File: config.mk
export PLATFORM = sky130hd
export DESIGN_NAME = lin_sleep_wake_ctrl
export DESIGN_NICKNAME = d
export VERILOG_FILES = /design/src/rtl/lsw_pkg.sv /design/src/rtl/lsw_bus_sync.sv /design/src/rtl/lsw_tick_counter.sv /design/src/rtl/lin_sleep_wake_ctrl.sv
export SDC_FILE = /design/constraint.sdc
export NUM_CORES = 1
export LEC_CHECK = 0
export BUFFER_PORTS_ARGS = -buffer_cell sky130_fd_sc_hd__buf_2
export CAP_MARGIN = 10
export CORE_MARGIN = 2
export CORE_UTILIZATION = 41
export DETAILED_ROUTE_END_ITERATION = 10
export SYNTH_ARGS = -nofsm -noshare
export SYNTH_HDL_FRONTEND = slang
export SYNTH_SLANG_ARGS = --single-unit
File: constraint.sdc
create_clock -name clk -period 2.36 [get_ports clk]
set_input_delay 0.236 -clock clk [delete_from_list [all_inputs] [get_ports clk]]
set_output_delay 0.236 -clock clk [all_outputs]
set_load 0.005 [all_outputs]
File: src/rtl/lsw_pkg.sv
package lsw_pkg;
  typedef enum logic [1:0] {
    ST_AWAKE      = 2'd0,
    ST_ASLEEP     = 2'd1,
    ST_WAKE_PEND  = 2'd2,
    ST_LOCAL_WAIT = 2'd3
  } lsw_state_e;

  localparam logic [7:0] SLEEP_CMD_ID   = 8'h3C;
  localparam logic [7:0] SLEEP_CMD_DATA = 8'h00;
  localparam logic [7:0] WAKE_DATA      = 8'h80;
endpackage

File: src/rtl/lsw_bus_sync.sv
module lsw_bus_sync #(
  parameter int STAGES = 2
) (
  input  logic clk,
  input  logic rst,
  input  logic bus_rx,
  output logic bus_lvl,
  output logic dom_edge
);
  localparam int MSB = STAGES - 1;

  logic [STAGES-1:0] sh;
  logic              prev;

  always_ff @(posedge clk) begin
    if (rst) begin
      sh   <= '1;
      prev <= 1'b1;
    end else begin
      sh   <= {sh[STAGES-2:0], bus_rx};
      prev <= sh[MSB];
    end
  end

  assign bus_lvl  = sh[MSB];
  assign dom_edge = prev & ~sh[MSB];
endmodule

File: src/rtl/lsw_tick_counter.sv
module lsw_tick_counter #(
  parameter int LIMIT = 16
) (
  input  logic clk,
  input  logic rst,
  input  logic clear,
  input  logic tick,
  output logic done
);
  localparam int W = $clog2(LIMIT + 1);
  localparam logic [W-1:0] LIM = W'(LIMIT);

  logic [W-1:0] cnt;

  always_ff @(posedge clk) begin
    if (rst || clear) cnt <= '0;
    else if (tick && cnt != LIM) cnt <= cnt + 1'b1;
  end

  assign done = (cnt == LIM);
endmodule

File: src/rtl/lin_sleep_wake_ctrl.sv
module lin_sleep_wake_ctrl
  import lsw_pkg::*;
#(
  parameter int IDLE_BITS     = 25000,
  parameter int WAKE_WIN_BITS = 200,
  parameter int SYNC_STAGES   = 2
) (
  input  logic       clk,
  input  logic       rst,
  input  logic       bit_tick,
  input  logic       bus_rx,
  input  logic       frm_valid,
  input  logic [7:0] frm_id,
  input  logic [7:0] frm_data0,
  input  logic       local_wake,
  output logic       asleep,
  output logic       wake_tx_req,
  output logic       wake_ok,
  output logic       bad_wake
);
  lsw_state_e state, nxt;
  logic bus_lvl, dom_edge, idle_done, win_done;
  logic sleep_cmd, wake_frm, tx_n, ok_n, bad_n;

  lsw_bus_sync #(.STAGES(SYNC_STAGES)) u_sync (
    .clk(clk), .rst(rst), .bus_rx(bus_rx),
    .bus_lvl(bus_lvl), .dom_edge(dom_edge)
  );

  lsw_tick_counter #(.LIMIT(IDLE_BITS)) u_idle (
    .clk(clk), .rst(rst),
    .clear((state != ST_AWAKE) || !bus_lvl),
    .tick(bit_tick), .done(idle_done)
  );

  lsw_tick_counter #(.LIMIT(WAKE_WIN_BITS)) u_win (
    .clk(clk), .rst(rst),
    .clear((state != ST_WAKE_PEND) && (state != ST_LOCAL_WAIT)),
    .tick(bit_tick), .done(win_done)
  );

  assign sleep_cmd = frm_valid && (frm_id == SLEEP_CMD_ID) && (frm_data0 == SLEEP_CMD_DATA);
  assign wake_frm  = frm_valid && (frm_data0 == WAKE_DATA);

  always_comb begin
    nxt   = state;
    tx_n  = 1'b0;
    ok_n  = 1'b0;
    bad_n = 1'b0;
    unique case (state)
      ST_AWAKE:
        if (sleep_cmd || idle_done) nxt = ST_ASLEEP;
      ST_ASLEEP:
        if (local_wake) begin
          nxt  = ST_LOCAL_WAIT;
          tx_n = 1'b1;
        end else if (dom_edge) begin
          nxt = ST_WAKE_PEND;
        end
      ST_WAKE_PEND:
        if (wake_frm) begin
          nxt  = ST_AWAKE;
          ok_n = 1'b1;
        end else if (win_done) begin
          nxt   = ST_ASLEEP;
          bad_n = 1'b1;
        end
      ST_LOCAL_WAIT:
        if (frm_valid) begin
          nxt  = ST_AWAKE;
          ok_n = 1'b1;
        end else if (win_done) begin
          nxt   = ST_ASLEEP;
          bad_n = 1'b1;
        end
      default: nxt = ST_AWAKE;
    endcase
  end

  always_ff @(posedge clk) begin
    if (rst) begin
      state       <= ST_AWAKE;
      asleep      <= 1'b0;
      wake_tx_req <= 1'b0;
      wake_ok     <= 1'b0;
      bad_wake    <= 1'b0;
    end else begin
      state       <= nxt;
      asleep      <= (nxt != ST_AWAKE);
      wake_tx_req <= tx_n;
      wake_ok     <= ok_n;
      bad_wake    <= bad_n;
    end
  end
endmodule

After elaboration in Yosys (flattened, before gate mapping):

Index checks and enable logic that the tools add are counted.

* bits in registers: 32

* add/sub/neg operators: 2
* eq/ne operators: 11
* mux-type cells: 15
* bitwise operators: 3
* reductions and logical operators: 16

Operators with widths (number)
* equality test 8 bit (second input constant): 2
* adder 15 x 1 -> 15 bit (second input constant): 1
* equality test 15 bit (second input constant): 1
* != test 15 bit (second input constant): 1
* 2-to-1 mux 2 bit: 6
* adder 8 x 1 -> 8 bit (second input constant): 1
* equality test 8 x 6 -> 1 bit (second input constant): 1
* zero test 8 bit: 1
* != test 8 bit (second input constant): 1
* one-hot mux 2 bit (4 select lines): 1
* logical AND 1 bit: 6
* 2-to-1 mux 1 bit: 6
* equality test 2 bit (second input constant): 2
* logical OR 1 bit: 4
* != test 2 bit (second input constant): 2
* one-hot mux 1 bit (2 select lines): 2
* nonzero test 2 bit: 2
* equality test 2 x 1 -> 1 bit (second input constant): 1
* zero test 2 bit: 1
* NOT 1 bit: 2
* OR reduction 2 bit: 1
* bitwise AND 1 bit: 1
* zero test 1 bit: 1

Logic depth before layout (Yosys ltp):

Gate-level depths: netlist of the first run.

* depth in word-level cells: 7
* gate-level depth with buffers: 7
* depth with buffers taken out: 6

Modules after synthesis:

From an unflattened synthesis of the first run, not the netlist that was laid out.

* cell total of the unflattened synthesis: 180
* area total of the unflattened synthesis: 1569.0 µm²

By module, submodules not included
* lsw_tick_counter (u_idle): instances 1, cells an instance 86, area each 745.7 µm²
* lsw_tick_counter (u_win): instances 1, cells an instance 49, area each 419.2 µm²
* lin_sleep_wake_ctrl: instances 1, cells an instance 38, area each 319.1 µm²
* lsw_bus_sync: instances 1, cells an instance 7, area each 85.1 µm²

Worst setup path after synthesis of the first run:

Ideal clock, no wire load.

* path type: register -> register
* from: register u_idle.cnt[2]
* to: register u_idle.cnt[1]
* setup time: 0.114 ns
* data arrival time: 1.763 ns
* required time: 2.246 ns
* path slack: 0.483 ns
* stages on the path, launching flop included: 6
* cells stage by stage: dfxtp_1 -> or4_4 -> o41ai_4 -> buf_6 -> mux2i_1 -> nor2_1

* cells in the longest elaborated chain, start to end: 2

RTL lines
* from (decl): RTL line lsw_tick_counter.sv:13 `logic [W-1:0] cnt;`
* from (signal assigned): RTL line lsw_tick_counter.sv:17 `else if (tick && cnt != LIM) cnt <= cnt + 1'b1;`
* != test 15 bit: RTL line lsw_tick_counter.sv:17
* logical AND 1 bit: RTL line lsw_tick_counter.sv:17

Every way passes these cells.
A chain may end at the register's enable or synchronous reset.

Worst setup path in the final report of the first run:

* from: register u_idle.cnt[0]
* to: register u_idle.cnt[14]

* cells in the longest elaborated chain, start to end: 2
* elaborated cells on any way between the ends: 3
* classes of those cells: add/sub (1); eq/ne (1); reduce/logical (1)

RTL lines
* parallel branches: the longest is 2 deep, another holds adder 15 x 1 -> 15 bit

Parallel ways; which one is timed is not known.

==> impl_results.rst, run 1 <==
.. list-table::
   :header-rows: 1

   * - Metric
     - Value
   * - Proportion of synthesized area in mux cells
     - 1.28%
   * - TritonCTS clock tree
     - built
   * - Floorplan die area
     - 0.00432 sq mm
   * - CTS sink count
     - 32
   * - Fin. max-slew vios
     - 0
   * - Share of the synthesized area in compound gates (AO/OA/AOI/OAI)
     - 14.3%
   * - Global-route wire length before repair
     - 5620 um
   * - Dominant register cell in the synthesized netlist
     - sky130_fd_sc_hd__dfxtp_1
   * - Highest clock rate
     - 501 MHz
   * - Total Wirelength
     - 3270 um
   * - Proportion of layout cells with a drive suffix above 1
     - 22.6%
   * - Highest fanout seen on the critical path
     - 6
   * - Share of synthesized cell area in full adder, half adder and majority cells
     - 3.20%
   * - Maximum root-to-sink buffer count
     - 2
   * - Type of the worst setup path
     - reg2reg
   * - Register area share after synthesis
     - 41.0%
   * - Kind of capture point of the worst setup path
     - flop
   * - Number of design-rule violations left by the first detailed-router iteration
     - 63
   * - Average via count per standard cell
     - 5.48
   * - Data required, critical path
     - 2570 ps
   * - Total iterations of the first detailed-routing run
     - 5
   * - Hold Path Class
     - in2reg
   * - Commonest cells in the netlist
     - 32 x sky130_fd_sc_hd__dfxtp_1, 19 x sky130_fd_sc_hd__nor2_1, 10 x sky130_fd_sc_hd__nand2_1, 10 x sky130_fd_sc_hd__nand3_1, 9 x sky130_fd_sc_hd__a21oi_1
   * - Mean cell area of the mapped netlist
     - 8.79 sq um
   * - DRC viols
     - 0
   * - Final number of hold-violating endpoints
     - 0
   * - I/O pins
     - 26
   * - Unrepaired setup endpoints after global routing
     - no
   * - Vias post-DR
     - 1,403
   * - Weighted congestion reported at the end of routability-driven placement
     - 0.832
   * - Area share of and/or/nand/nor cells after synthesis
     - 31.7%
   * - Tightest Pin Transition
     - 533 ps
   * - Startpoint types
     - flop
   * - Number of buffers inserted for hold repair after clock tree synthesis
     - 0
   * - Core Box Area
     - 0.00366 sq mm
   * - Clk_lat worst skew
     - 290 ps
   * - Area grow syn2layout
     - 18.7%
   * - Die X
     - 65.8 um
   * - Biggest area contributors in the synthesized netlist
     - sky130_fd_sc_hd__dfxtp_1 41%, sky130_fd_sc_hd__nor2_1 4.6%, sky130_fd_sc_hd__ha_1 3.2%, sky130_fd_sc_hd__nand3_1 3.2%, sky130_fd_sc_hd__or3_1 3.2%
   * - TritonCTS Buffers
     - 5
   * - Initial cell density of the core
     - 42.7%
   * - Power Density
     - 636 mW/mm^2
   * - Flop2flop setup slack
     - 370 ps
   * - Result of the run
     - finished clean
   * - Flip-flop and latch count after synthesis
     - 32
   * - Cell chosen for the clock root
     - sky130_fd_sc_hd__clkbuf_8
   * - Pin count of the biggest net entering global routing
     - 16
   * - Antenna Violating Nets Remaining
     - 0
   * - Most common cell in the netlist
     - sky130_fd_sc_hd__dfxtp_1
   * - Ordered cell list for the critical path
     - inv_1, ha_1, nand4b_1, o41ai_4, buf_4, or4_2, a21oi_2
   * - Average wire per standard cell
     - 12.8 um
   * - Total setup violations reported at the end of the flow
     - 0
   * - Number of global-route vias before repair
     - 1,360
   * - Lkg Pwr
     - 0.689 nW
   * - Netlist cell types
     - 44
   * - Cells resized by post-CTS repair
     - 0
   * - Number of antenna violations at the first check in global routing
     - 0
   * - Longest individual stage delay on the worst path
     - 660 ps
   * - Post-CTS setup-driven buffer insertion count
     - 0
   * - Post-Layout Cell Count
     - 256
   * - Total global-route track usage
     - 17.4%
   * - Final-layout setup total negative slack
     - 0 ps
   * - Area of the mapped netlist
     - 0.00156 sq mm
   * - Placed wire-length estimate after detailed placement
     - 2510 um
   * - Number of standard cells after synthesis
     - 178
   * - Post-route cell area
     - 0.00186 sq mm
   * - Floorplan die height
     - 65.8 um
   * - Inst Count DP
     - 248
   * - Max-Slew Margin vs Limit
     - 64.5%
   * - MaxCap Viol Count
     - 0
   * - Port-buffer cells
     - 25
   * - Total power after layout
     - 0.00118 W
   * - Worst-case clock skew
     - 10.2 ps
   * - Overall overflow remaining after global route
     - 0
   * - Post-synth EDFFs
     - 0
   * - Number of diodes added for antenna fixing
     - 0
   * - Max rail drop VDD
     - 0.363 mV
   * - Final period util
     - 84.5%
   * - Yosys warning total
     - 0
   * - Slowest cell on the critical path
     - sky130_fd_sc_hd__or4_2
   * - Placed inst area
     - 0.00173 sq mm
   * - Maximum level of the CTS H-tree
     - 2
   * - Final Critical Period
     - 1990 ps
   * - Fraction of synthesized cell area taken by the top area cell type
     - 41.0%
   * - Largest family of logic cells by synthesized area
     - simple AND/OR/NAND/NOR gates
   * - Xor and xnor fraction of the mapped netlist area
     - 4.48%
   * - Fill cell instance count of the final layout
     - 355
   * - Number of nets in the finished design
     - 233
   * - Crit path DAT
     - 2200 ps
   * - Net count after synthesis
     - 204
   * - Clock transition at path regs
     - 60 ps
   * - Proportion of register bits with asynchronous set or reset after synthesis
     - 0%
   * - Std-Cell Rows
     - 22
   * - Area leader, netlist
     - sky130_fd_sc_hd__dfxtp_1
-- cell families after synthesis --
logic type,Yosys count
compound gates,33
xor+xnor,8
flops,32
mux,2
simple gates,86
buf+inv,13
fa+ha+maj,4
-- final timing paths --
| check | startpoint | endpoint | cells past startpoint |
|---|---|---|---|
| min | bus_rx | u_sync.sh[0]$_SDFF_PP1_ | 2 |
| max | u_idle.cnt[0]$_SDFFE_PP0P_ | u_idle.cnt[14]$_SDFFE_PP0P_ | 7 |
| max reg2reg | u_idle.cnt[0]$_SDFFE_PP0P_ | u_idle.cnt[14]$_SDFFE_PP0P_ | 7 |
| min reg2reg | u_sync.sh[0]$_SDFF_PP1_ | u_sync.sh[1]$_SDFF_PP1_ | 1 |
-- cells in the final DEF, fill, tap and decap left out, types with 2 or more instances in the layout --
cell type                  instances
sky130_fd_sc_hd__ha_1              4
sky130_fd_sc_hd__or4_2             2
sky130_fd_sc_hd__o21ai_0           6
sky130_fd_sc_hd__nand4_1           6
sky130_fd_sc_hd__nor4bb_1          3
sky130_fd_sc_hd__buf_2            25
sky130_fd_sc_hd__o31ai_1           2
sky130_fd_sc_hd__clkbuf_8          7
sky130_fd_sc_hd__or2_2             4
sky130_fd_sc_hd__nor2_1           19
sky130_fd_sc_hd__nand2_1          10
sky130_fd_sc_hd__nor3_1            2
sky130_fd_sc_hd__dfxtp_1          32
sky130_fd_sc_hd__nor2b_1           3
sky130_fd_sc_hd__xor2_1            4
sky130_fd_sc_hd__xnor2_1           4
sky130_fd_sc_hd__or3_1             8
sky130_fd_sc_hd__o21ai_1           6
sky130_fd_sc_hd__and4_1            2
sky130_fd_sc_hd__a21oi_1           9
sky130_fd_sc_hd__mux2i_1           2
sky130_fd_sc_hd__inv_1             8
sky130_fd_sc_hd__a21oi_2           2
sky130_fd_sc_hd__nor4_1            2
sky130_fd_sc_hd__buf_4             2
sky130_fd_sc_hd__or4_1             3
sky130_fd_sc_hd__nand3_1          10
sky130_fd_sc_hd__and3_1            3
-- critical path: cells and delay by family (launching register included) --
family	cells	cell delay (ps)
and+or+nand+nor	2	820
DFF	1	380
AOI/OAI and AO/OA	2	270
buffers and inverters	2	250
adders and majority gates	1	200
-- report_power, final --
part           internal, W  switching (W)  total (W)
Combinational    0.0000297      0.0000303  0.0000600
Sequential        0.000545     0.00000485   0.000550
Clock             0.000372       0.000199   0.000571
Total             0.000947       0.000234    0.00118
-- final cells by class --
class | count | area (sq um) | share of cell area [%]
clock inverters | 1 | 30.0 | 1.62
multi-input cells | 133 | 860 | 46.3
inverters | 8 | 30.0 | 1.62
well taps | 48 | 60.1 | 3.23
repair buffers | 27 | 140 | 7.55
flip-flops and latches | 32 | 641 | 34.5
clock buffers | 7 | 96.3 | 5.19
-- routing by layer --
metal  wire length (um)  track usage [%]  vias up
met5                  0                0        -
met4                 72             12.5        0
met3                129             4.28        9
met2               1650             30.7       26
met1               1420             17.8      661
li1                   -                -      707
-- registers in the layout, indices dropped and copies added, names as in the netlist --
| signal | count |
|---|---|
| u_win.cnt | 8 |
| asleep | 1 |
| wake_ok | 1 |
| wake_tx_req | 1 |
| state | 2 |
| bad_wake | 1 |
| u_idle.cnt | 15 |
| u_sync.prev | 1 |
| u_sync.sh | 2 |
-- per-stage QoR --
step                hold slack, ps  worst slack, ps  utilization, %
floorplan                      340              483               -
global placement               394              413            47.3
detailed placement             405              374            47.3
CTS                            119              360            50.7
global route                   132              246            50.7
finish                         132              366            50.7
Power figures use the tool's default switching activity.
==> run 2: changes to the inputs <==
==> constraint.sdc (replaced) <==
create_clock -name clk -period 2.02 [get_ports clk]
set_input_delay 0.202 -clock clk [delete_from_list [all_inputs] [get_ports clk]]
set_output_delay 0.202 -clock clk [all_outputs]
set_load 0.005 [all_outputs]
==> run 2 against run 1 <==
Flip-flop and latch count did not move. Power rose by 1.1%. Non-clock buffer count increased by 4. Largest cell class unchanged. Largest power group is now registers. Highest routed layer unchanged.
==> impl_results.rst, run 2 (synthesis results as in run 1) <==
.. list-table::
   :header-rows: 1

   * - Metric
     - Value
   * - Result of the run
     - finished clean (unchanged)
   * - Longest individual stage delay on the worst path
     - 670 ps (was 660 ps)
   * - Place WS
     - 45.9 ps (was 374 ps)
   * - Number of global-route vias before repair
     - 1,252 (was 1,360)
   * - Clk_lat worst skew
     - 280 ps (was 290 ps)
   * - Critical path buffer and inverter count
     - 2 (unchanged)
   * - Final-layout setup total negative slack
     - 0 ps (unchanged)
   * - Sequential cell area
     - 643 sq um (was 641 sq um)
   * - Final number of hold-violating endpoints
     - 0 (unchanged)
   * - Placed wire-length estimate after detailed placement
     - 2400 um (was 2510 um)
   * - Power Density
     - 645 mW/mm^2 (was 636 mW/mm^2)
   * - Post-Layout Cell Count
     - 260 (was 256)
   * - Max FFs per register
     - 15 (unchanged)
   * - Total Wirelength
     - 3100 um (was 3270 um)
   * - Final period util
     - 96.8% (was 84.5%)
   * - DRC viols
     - 0 (unchanged)
   * - Maximum root-to-sink buffer count
     - 2 (unchanged)
   * - Ordered cell list for the critical path
     - inv_1, ha_1, nand4b_1, o41ai_4, buf_4, or4_2, a21oi_2 (unchanged)
   * - Die X
     - 65.8 um (unchanged)
   * - Kind of cell adding the most delay to the critical path
     - simple AND/OR/NAND/NOR gates (unchanged)
   * - MaxCap Viol Count
     - 0 (unchanged)
   * - Number of antenna violations at the first check in global routing
     - 0 (unchanged)
   * - Number of nets in the finished design
     - 237 (was 233)
   * - Core Box Area
     - 0.00366 sq mm (unchanged)
   * - RR Endpoint
     - u_idle.cnt[8]$_SDFFE_PP0P_ (was u_idle.cnt[14]$_SDFFE_PP0P_)
   * - Global-route wire length before repair
     - 5360 um (was 5620 um)
   * - R2R cell count
     - 7 (unchanged)
   * - TritonCTS clock tree
     - built (unchanged)
   * - Top library cells by usage in the layout, fill and taps aside
     - 30 x sky130_fd_sc_hd__dfxtp_1, 25 x sky130_fd_sc_hd__buf_2, 19 x sky130_fd_sc_hd__nor2_1 (was 32 x sky130_fd_sc_hd__dfxtp_1, 25 x sky130_fd_sc_hd__buf_2, 19 x sky130_fd_sc_hd__nor2_1)
   * - Reg-to-Reg Start
     - u_idle.cnt[0]$_SDFFE_PP0P_ (unchanged)
   * - Min-Delay Endpoint
     - u_sync.sh[0]$_SDFF_PP1_ (unchanged)
   * - Hold path startpoint
     - bus_rx (unchanged)
   * - Pin count of the biggest net entering global routing
     - 13 (was 16)
   * - Largest registers
     - u_idle.cnt x15, u_win.cnt x8 (unchanged)
   * - Fin. max-slew vios
     - 0 (unchanged)
   * - Maximum level of the CTS H-tree
     - 2 (unchanged)
   * - Area taken by multi-input logic gates
     - 860 sq um (unchanged)
   * - CTS sink count
     - 32 (unchanged)
   * - Std-Cell Rows
     - 22 (unchanged)
   * - Lkg Pwr
     - 0.693 nW (was 0.689 nW)
   * - Total setup violations reported at the end of the flow
     - 0 (unchanged)
   * - Port-buffer cells
     - 25 (unchanged)
   * - Setup WS post-layout
     - 64.2 ps (was 366 ps)
   * - Cell chosen for the clock root
     - sky130_fd_sc_hd__clkbuf_8 (unchanged)
   * - Proportion of layout cells with a drive suffix above 1
     - 25.0% (was 22.6%)
   * - Initial cell density of the core
     - 42.7% (unchanged)
   * - Inst Count DP
     - 251 (was 248)
   * - Total iterations of the first detailed-routing run
     - 4 (was 5)
   * - Slowest cell on the critical path
     - sky130_fd_sc_hd__or4_2 (unchanged)
   * - Antenna Violating Nets Remaining
     - 0 (unchanged)
   * - Crit path DAT
     - 2170 ps (was 2200 ps)
   * - Worst-case clock skew
     - 7.93 ps (was 10.2 ps)
   * - Startpoint types
     - flop (unchanged)
   * - Max-Slew Margin vs Limit
     - 65.1% (was 64.5%)
   * - I/O pins
     - 26 (unchanged)
   * - Total global-route track usage
     - 16.5% (was 17.4%)
   * - Hold path cells
     - 2 (unchanged)
   * - Clock transition at path regs
     - 70 ps (was 60 ps)
   * - Average via count per standard cell
     - 5.36 (was 5.48)
   * - TritonCTS Buffers
     - 5 (unchanged)
   * - Final Critical Period
     - 1960 ps (was 1990 ps)
   * - Top reg by flops
     - u_idle.cnt (unchanged)
   * - Flop2flop setup slack
     - 60 ps (was 370 ps)
   * - Highest fanout seen on the critical path
     - 10 (was 6)
   * - Unrepaired setup endpoints after global routing
     - no (unchanged)
   * - Weighted congestion reported at the end of routability-driven placement
     - 0.798 (was 0.832)
   * - Vias post-DR
     - 1,394 (was 1,403)
   * - Average wire per standard cell
     - 11.9 um (was 12.8 um)
   * - Number of design-rule violations left by the first detailed-router iteration
     - 54 (was 63)
   * - Max rail drop VDD
     - 0.309 mV (was 0.363 mV)
   * - Type of the worst setup path
     - reg2reg (unchanged)
   * - Commonest non-fill, non-tap cell in the layout
     - sky130_fd_sc_hd__dfxtp_1 (unchanged)
   * - Overall overflow remaining after global route
     - 0 (unchanged)
   * - Fill cell instance count of the final layout
     - 344 (was 355)
   * - Number of diodes added for antenna fixing
     - 0 (unchanged)
   * - Post-route worst hold slack
     - 92.4 ps (was 132 ps)
   * - Number of buffers inserted for hold repair after clock tree synthesis
     - 0 (unchanged)
   * - Tightest Pin Transition
     - 516 ps (was 533 ps)
   * - Highest clock rate
     - 511 MHz (was 501 MHz)
   * - Kind of capture point of the worst setup path
     - flop (unchanged)
   * - Area grow syn2layout
     - 18.3% (was 18.7%)
   * - Hold Path Class
     - in2reg (unchanged)
   * - Floorplan die height
     - 65.8 um (unchanged)
   * - Data required, critical path
     - 2240 ps (was 2570 ps)
   * - Floorplan die area
     - 0.00432 sq mm (unchanged)
-- run 2: changes by cell type in the layout (fill, tap and decap cells not counted) --
cell	delta
sky130_fd_sc_hd__bufinv_16	-1
sky130_fd_sc_hd__clkinv_2	+2
sky130_fd_sc_hd__dfxtp_1	-2
sky130_fd_sc_hd__clkbuf_8	-2
sky130_fd_sc_hd__dfxtp_2	+2
sky130_fd_sc_hd__buf_4	+4
sky130_fd_sc_hd__clkinv_4	+1
-- run 2: how the worst max path moves through the flow --
stage,startpoint,to,cells after the start
2_1_floorplan,u_idle.cnt[2]$_SDFFE_PP0P_,u_idle.cnt[1]$_SDFFE_PP0P_,5
3_3_place_gp,u_idle.cnt[0]$_SDFFE_PP0P_,u_idle.cnt[14]$_SDFFE_PP0P_,7
3_5_place_dp,u_idle.cnt[0]$_SDFFE_PP0P_,u_idle.cnt[8]$_SDFFE_PP0P_,7
4_1_cts,u_idle.cnt[0]$_SDFFE_PP0P_,u_idle.cnt[8]$_SDFFE_PP0P_,7
5_1_grt,u_idle.cnt[0]$_SDFFE_PP0P_,u_idle.cnt[8]$_SDFFE_PP0P_,7
6_report,u_idle.cnt[0]$_SDFFE_PP0P_,u_idle.cnt[8]$_SDFFE_PP0P_,7
-- run 2: power by group --
part           leakage (nW)  switching (W)  internal, W
combinational         0.385      0.0000362    0.0000377
sequential            0.259     0.00000531     0.000638
clock                0.0479       0.000237     0.000239
-- run 2: layout make-up --
cell class / count / share of cell area (%)
clock buffers: 5 / 3.72
inverters: 8 / 1.62
flip-flops and latches: 32 / 34.8
multi-input cells: 133 / 46.5
well taps: 48 / 3.25
clock inverters: 3 / 1.01
repair buffers: 31 / 9.20
-- run 2: worst reg2reg max path, stage by stage, from the launching register on --
cell	delay (ps)
sky130_fd_sc_hd__dfxtp_2	360
sky130_fd_sc_hd__inv_1	80
sky130_fd_sc_hd__ha_1	200
sky130_fd_sc_hd__nand4b_1	160
sky130_fd_sc_hd__o41ai_4	110
sky130_fd_sc_hd__buf_4	170
sky130_fd_sc_hd__or4_2	670
sky130_fd_sc_hd__a21oi_2	150
-- run 2: repair_timing --
action                                  CTS  global route
endpoints found under the setup margin    0             2
gates resized for setup                   0             2
buffers inserted                          0             1
-- run 2: layer usage --
metal	wire length [um]	part of all wire, %	vias to the layer above	global-route usage, %
met2	1500	48	22	25.9
met1	1430	46	651	20.4
met3	119	3.8	4	4.62
met4	48	1.5	0	8.59
li1	-	-	717	-
met5	0	0	-	0
-- run 2: per-stage QoR --
step / utilization [%] / instance area (sq um) / power, W
2_1_floorplan: - / 1560 / 0.000696
3_3_place_gp: 47.9 / 1750 / 0.000728
3_5_place_dp: 47.9 / 1750 / 0.000731
4_1_cts: 50.3 / 1840 / 0.00121
5_1_grt: 50.5 / 1850 / 0.00125
6_report: 50.5 / 1850 / 0.00119
==> run 3: changes to the inputs <==
==> constraint.sdc (replaced) <==
create_clock -name clk -period 2.1 [get_ports clk]
set_input_delay 0.21 -clock clk [delete_from_list [all_inputs] [get_ports clk]]
set_output_delay 0.21 -clock clk [all_outputs]
set_load 0.005 [all_outputs]
==> run 3 against run 2 <==
Clock-buffer cell count stayed put. First-iteration DRC count is 28% higher. Hold slack better by 11 ps. Highest routed layer unchanged. Largest cell class unchanged. Largest power group unchanged. Combinational power is 0.7% lower. Critical path type unchanged. Sequential power is 4.0% lower.
==> impl_results.rst, run 3 (synthesis results as in run 1) <==
.. list-table::
   :header-rows: 1

   * - Metric
     - Value
   * - Setup WS post-layout
     - 147 ps (was 64.2 ps)
   * - Max rail drop VDD
     - 0.386 mV (was 0.309 mV)
   * - Clk_lat worst skew
     - 290 ps (was 280 ps)
   * - Area grow syn2layout
     - 19.4% (was 18.3%)
   * - Unrepaired setup endpoints after global routing
     - no (unchanged)
   * - Port-buffer cells
     - 25 (unchanged)
   * - Hold Path Class
     - in2reg (unchanged)
   * - Lkg Pwr
     - 0.697 nW (was 0.693 nW)
   * - Highest fanout seen on the critical path
     - 8 (was 10)
   * - Final Critical Period
     - 1950 ps (was 1960 ps)
   * - Number of antenna violations at the first check in global routing
     - 0 (unchanged)
   * - Std-Cell Rows
     - 22 (unchanged)
   * - Cell chosen for the clock root
     - sky130_fd_sc_hd__clkbuf_8 (unchanged)
   * - Post-CTS setup-driven buffer insertion count
     - 0 (unchanged)
   * - Number of global-route vias before repair
     - 1,389 (was 1,252)
   * - Worst-case clock skew
     - 9.20 ps (was 7.93 ps)
   * - Average via count per standard cell
     - 5.49 (was 5.36)
   * - Floorplan die area
     - 0.00432 sq mm (unchanged)
   * - Longest individual stage delay on the worst path
     - 560 ps (was 670 ps)
   * - Net switching power
     - 0.000284 W (was 0.000279 W)
   * - Highest clock rate
     - 512 MHz (was 511 MHz)
   * - Commonest non-fill, non-tap cell in the layout
     - sky130_fd_sc_hd__dfxtp_1 (unchanged)
   * - Maximum level of the CTS H-tree
     - 2 (unchanged)
   * - Total setup violations reported at the end of the flow
     - 0 (unchanged)
   * - Max FFs per register
     - 15 (unchanged)
   * - Place WS
     - 176 ps (was 45.9 ps)
   * - Number of diodes added for antenna fixing
     - 0 (unchanged)
   * - TritonCTS Buffers
     - 5 (unchanged)
   * - Final-layout setup total negative slack
     - 0 ps (unchanged)
   * - Final number of hold-violating endpoints
     - 0 (unchanged)
   * - Final period util
     - 93.0% (was 96.8%)
   * - Part of the power in combinational logic
     - 6.3% (was 6.2%)
   * - Startpoint types
     - flop (unchanged)
   * - Die X
     - 65.8 um (unchanged)
   * - Total Wirelength
     - 3300 um (was 3100 um)
   * - Power Density
     - 625 mW/mm^2 (was 645 mW/mm^2)
   * - CTS sink count
     - 32 (unchanged)
   * - Cells resized by post-CTS repair
     - 0 (unchanged)
   * - Vias post-DR
     - 1,439 (was 1,394)
   * - DRC viols
     - 0 (unchanged)
   * - Core Util, Final
     - 51.0% (was 50.5%)
   * - Maximum root-to-sink buffer count
     - 2 (unchanged)
   * - Post-route cell area
     - 0.00187 sq mm (was 0.00185 sq mm)
   * - Net switching fraction of the power
     - 24.3% (was 23.4%)
   * - Design internal power
     - 0.000884 W (was 0.000915 W)
   * - I/O pins
     - 26 (unchanged)
   * - Floorplan die height
     - 65.8 um (unchanged)
   * - Tightest Pin Transition
     - 485 ps (was 516 ps)
   * - Crit path DAT
     - 2140 ps (was 2170 ps)
   * - Part of the total power dissipated in sequential elements
     - 52.9% (was 53.9%)
   * - Type of the worst setup path
     - reg2reg (unchanged)
   * - Number of design-rule violations left by the first detailed-router iteration
     - 69 (was 54)
   * - Data required, critical path
     - 2280 ps (was 2240 ps)
   * - Total global-route track usage
     - 17.2% (was 16.5%)
   * - TritonCTS clock tree
     - built (unchanged)
   * - Ordered cell list for the critical path
     - or4_4, o41ai_4, buf_4, mux2i_1, nor2_1 (was inv_1, ha_1, nand4b_1, o41ai_4, buf_4, or4_2, a21oi_2)
   * - MaxCap Viol Count
     - 0 (unchanged)
   * - Number of nets in the finished design
     - 239 (was 237)
   * - Total iterations of the first detailed-routing run
     - 4 (unchanged)
   * - Top reg by flops
     - u_idle.cnt (unchanged)
   * - Clock transition at path regs
     - 70 ps (about the same)
   * - Top library cells by usage in the layout, fill and taps aside
     - 32 x sky130_fd_sc_hd__dfxtp_1, 25 x sky130_fd_sc_hd__buf_2, 19 x sky130_fd_sc_hd__nor2_1 (was 30 x sky130_fd_sc_hd__dfxtp_1, 25 x sky130_fd_sc_hd__buf_2, 19 x sky130_fd_sc_hd__nor2_1)
   * - Average wire per standard cell
     - 12.6 um (was 11.9 um)
   * - Placed wire-length estimate after detailed placement
     - 2540 um (was 2400 um)
   * - Part of the total power dissipated in the clock network
     - 40.8% (was 39.9%)
   * - Largest registers
     - u_idle.cnt x15, u_win.cnt x8 (unchanged)
   * - Initial cell density of the core
     - 42.7% (unchanged)
   * - Pin count of the biggest net entering global routing
     - 13 (unchanged)
   * - Kind of capture point of the worst setup path
     - flop (unchanged)
   * - Core Box Area
     - 0.00366 sq mm (unchanged)
   * - Global-route wire length before repair
     - 5720 um (was 5360 um)
   * - Number of buffers inserted for hold repair after clock tree synthesis
     - 0 (unchanged)
   * - Overall overflow remaining after global route
     - 0 (unchanged)
   * - Max-Slew Margin vs Limit
     - 67.2% (was 65.1%)
   * - Antenna Violating Nets Remaining
     - 0 (unchanged)
   * - Placed inst area
     - 0.00178 sq mm (was 0.00175 sq mm)
   * - Fin. max-slew vios
     - 0 (unchanged)
   * - Weighted congestion reported at the end of routability-driven placement
     - 0.815 (was 0.798)
   * - Slowest cell on the critical path
     - sky130_fd_sc_hd__or4_4 (was sky130_fd_sc_hd__or4_2)
   * - Result of the run
     - finished clean (unchanged)
   * - Proportion of layout cells with a drive suffix above 1
     - 24.8% (was 25.0%)
[run 3: cell types whose count changed in the layout (fill, tap and decap cells not counted)]
cell | before | now
sky130_fd_sc_hd__buf_4 | 6 | 8
sky130_fd_sc_hd__clkinv_2 | 2 | 0
sky130_fd_sc_hd__clkinvlp_4 | 0 | 2
sky130_fd_sc_hd__dfxtp_1 | 30 | 32
sky130_fd_sc_hd__dfxtp_2 | 2 | 0
[run 3: final cells by class]
| class | count | area, sq um |
|---|---|---|
| timing repair buffer | 33 | 185 |
| tap | 48 | 60.1 |
| inverter | 8 | 30.0 |
| clock inverter | 3 | 23.8 |
| clock buffer | 5 | 68.8 |
| fill | 338 | 1790 |
| multi-input combinational | 133 | 860 |
| sequential | 32 | 641 |
[run 3: worst paths after layout]
check | startpoint | endpoint | slack, ps | cells past startpoint
hold reg to reg | u_sync.sh[0]$_SDFF_PP1_ | u_sync.sh[1]$_SDFF_PP1_ | 420 | 1
setup / recovery | u_idle.cnt[2]$_SDFFE_PP0P_ | u_idle.cnt[1]$_SDFFE_PP0P_ | 150 | 5
hold / removal | bus_rx | u_sync.sh[0]$_SDFF_PP1_ | 100 | 2
setup reg to reg | u_idle.cnt[2]$_SDFFE_PP0P_ | u_idle.cnt[1]$_SDFFE_PP0P_ | 150 | 5
[run 3: per-stage QoR]
step / total power [W] / hold slack (ps) / cells
final: 0.00117 / 103 / 262
after global routing: 0.00122 / 98.5 / 262
after CTS: 0.00118 / 97.8 / 262
after detailed placement: 0.000705 / 402 / 254
after global placement: 0.000703 / 394 / 254
after floorplan: 0.000670 / 314 / 178
[run 3: metal layers]
metal	share of wire, %	track usage [%]	routed length, um
met1	44	19.7	1450
met2	51	30.2	1680
met3	4.1	4.11	137
met4	1.2	7.81	38
met5	0	0	0
[run 3: power by group through the flow]
| stage | logic, W | clock network [W] | registers [W] |
|---|---|---|---|
| 6_report | 0.0000735 | 0.000476 | 0.000617 |
| 5_1_grt | 0.0000821 | 0.000520 | 0.000618 |
| 4_1_cts | 0.0000735 | 0.000492 | 0.000617 |
| 3_5_place_dp | 0.0000735 | 0 | 0.000631 |
| 3_3_place_gp | 0.0000719 | 0 | 0.000631 |
| 2_1_floorplan | 0.0000398 | 0 | 0.000630 |
[run 3: worst max-delay path: cells and delay by family (launching register included)]
kind            cells  cell delay, ps
mux                 1             180
simple gates        2             610
compound gates      1             510
buf+inv             1             240
flops               1             320
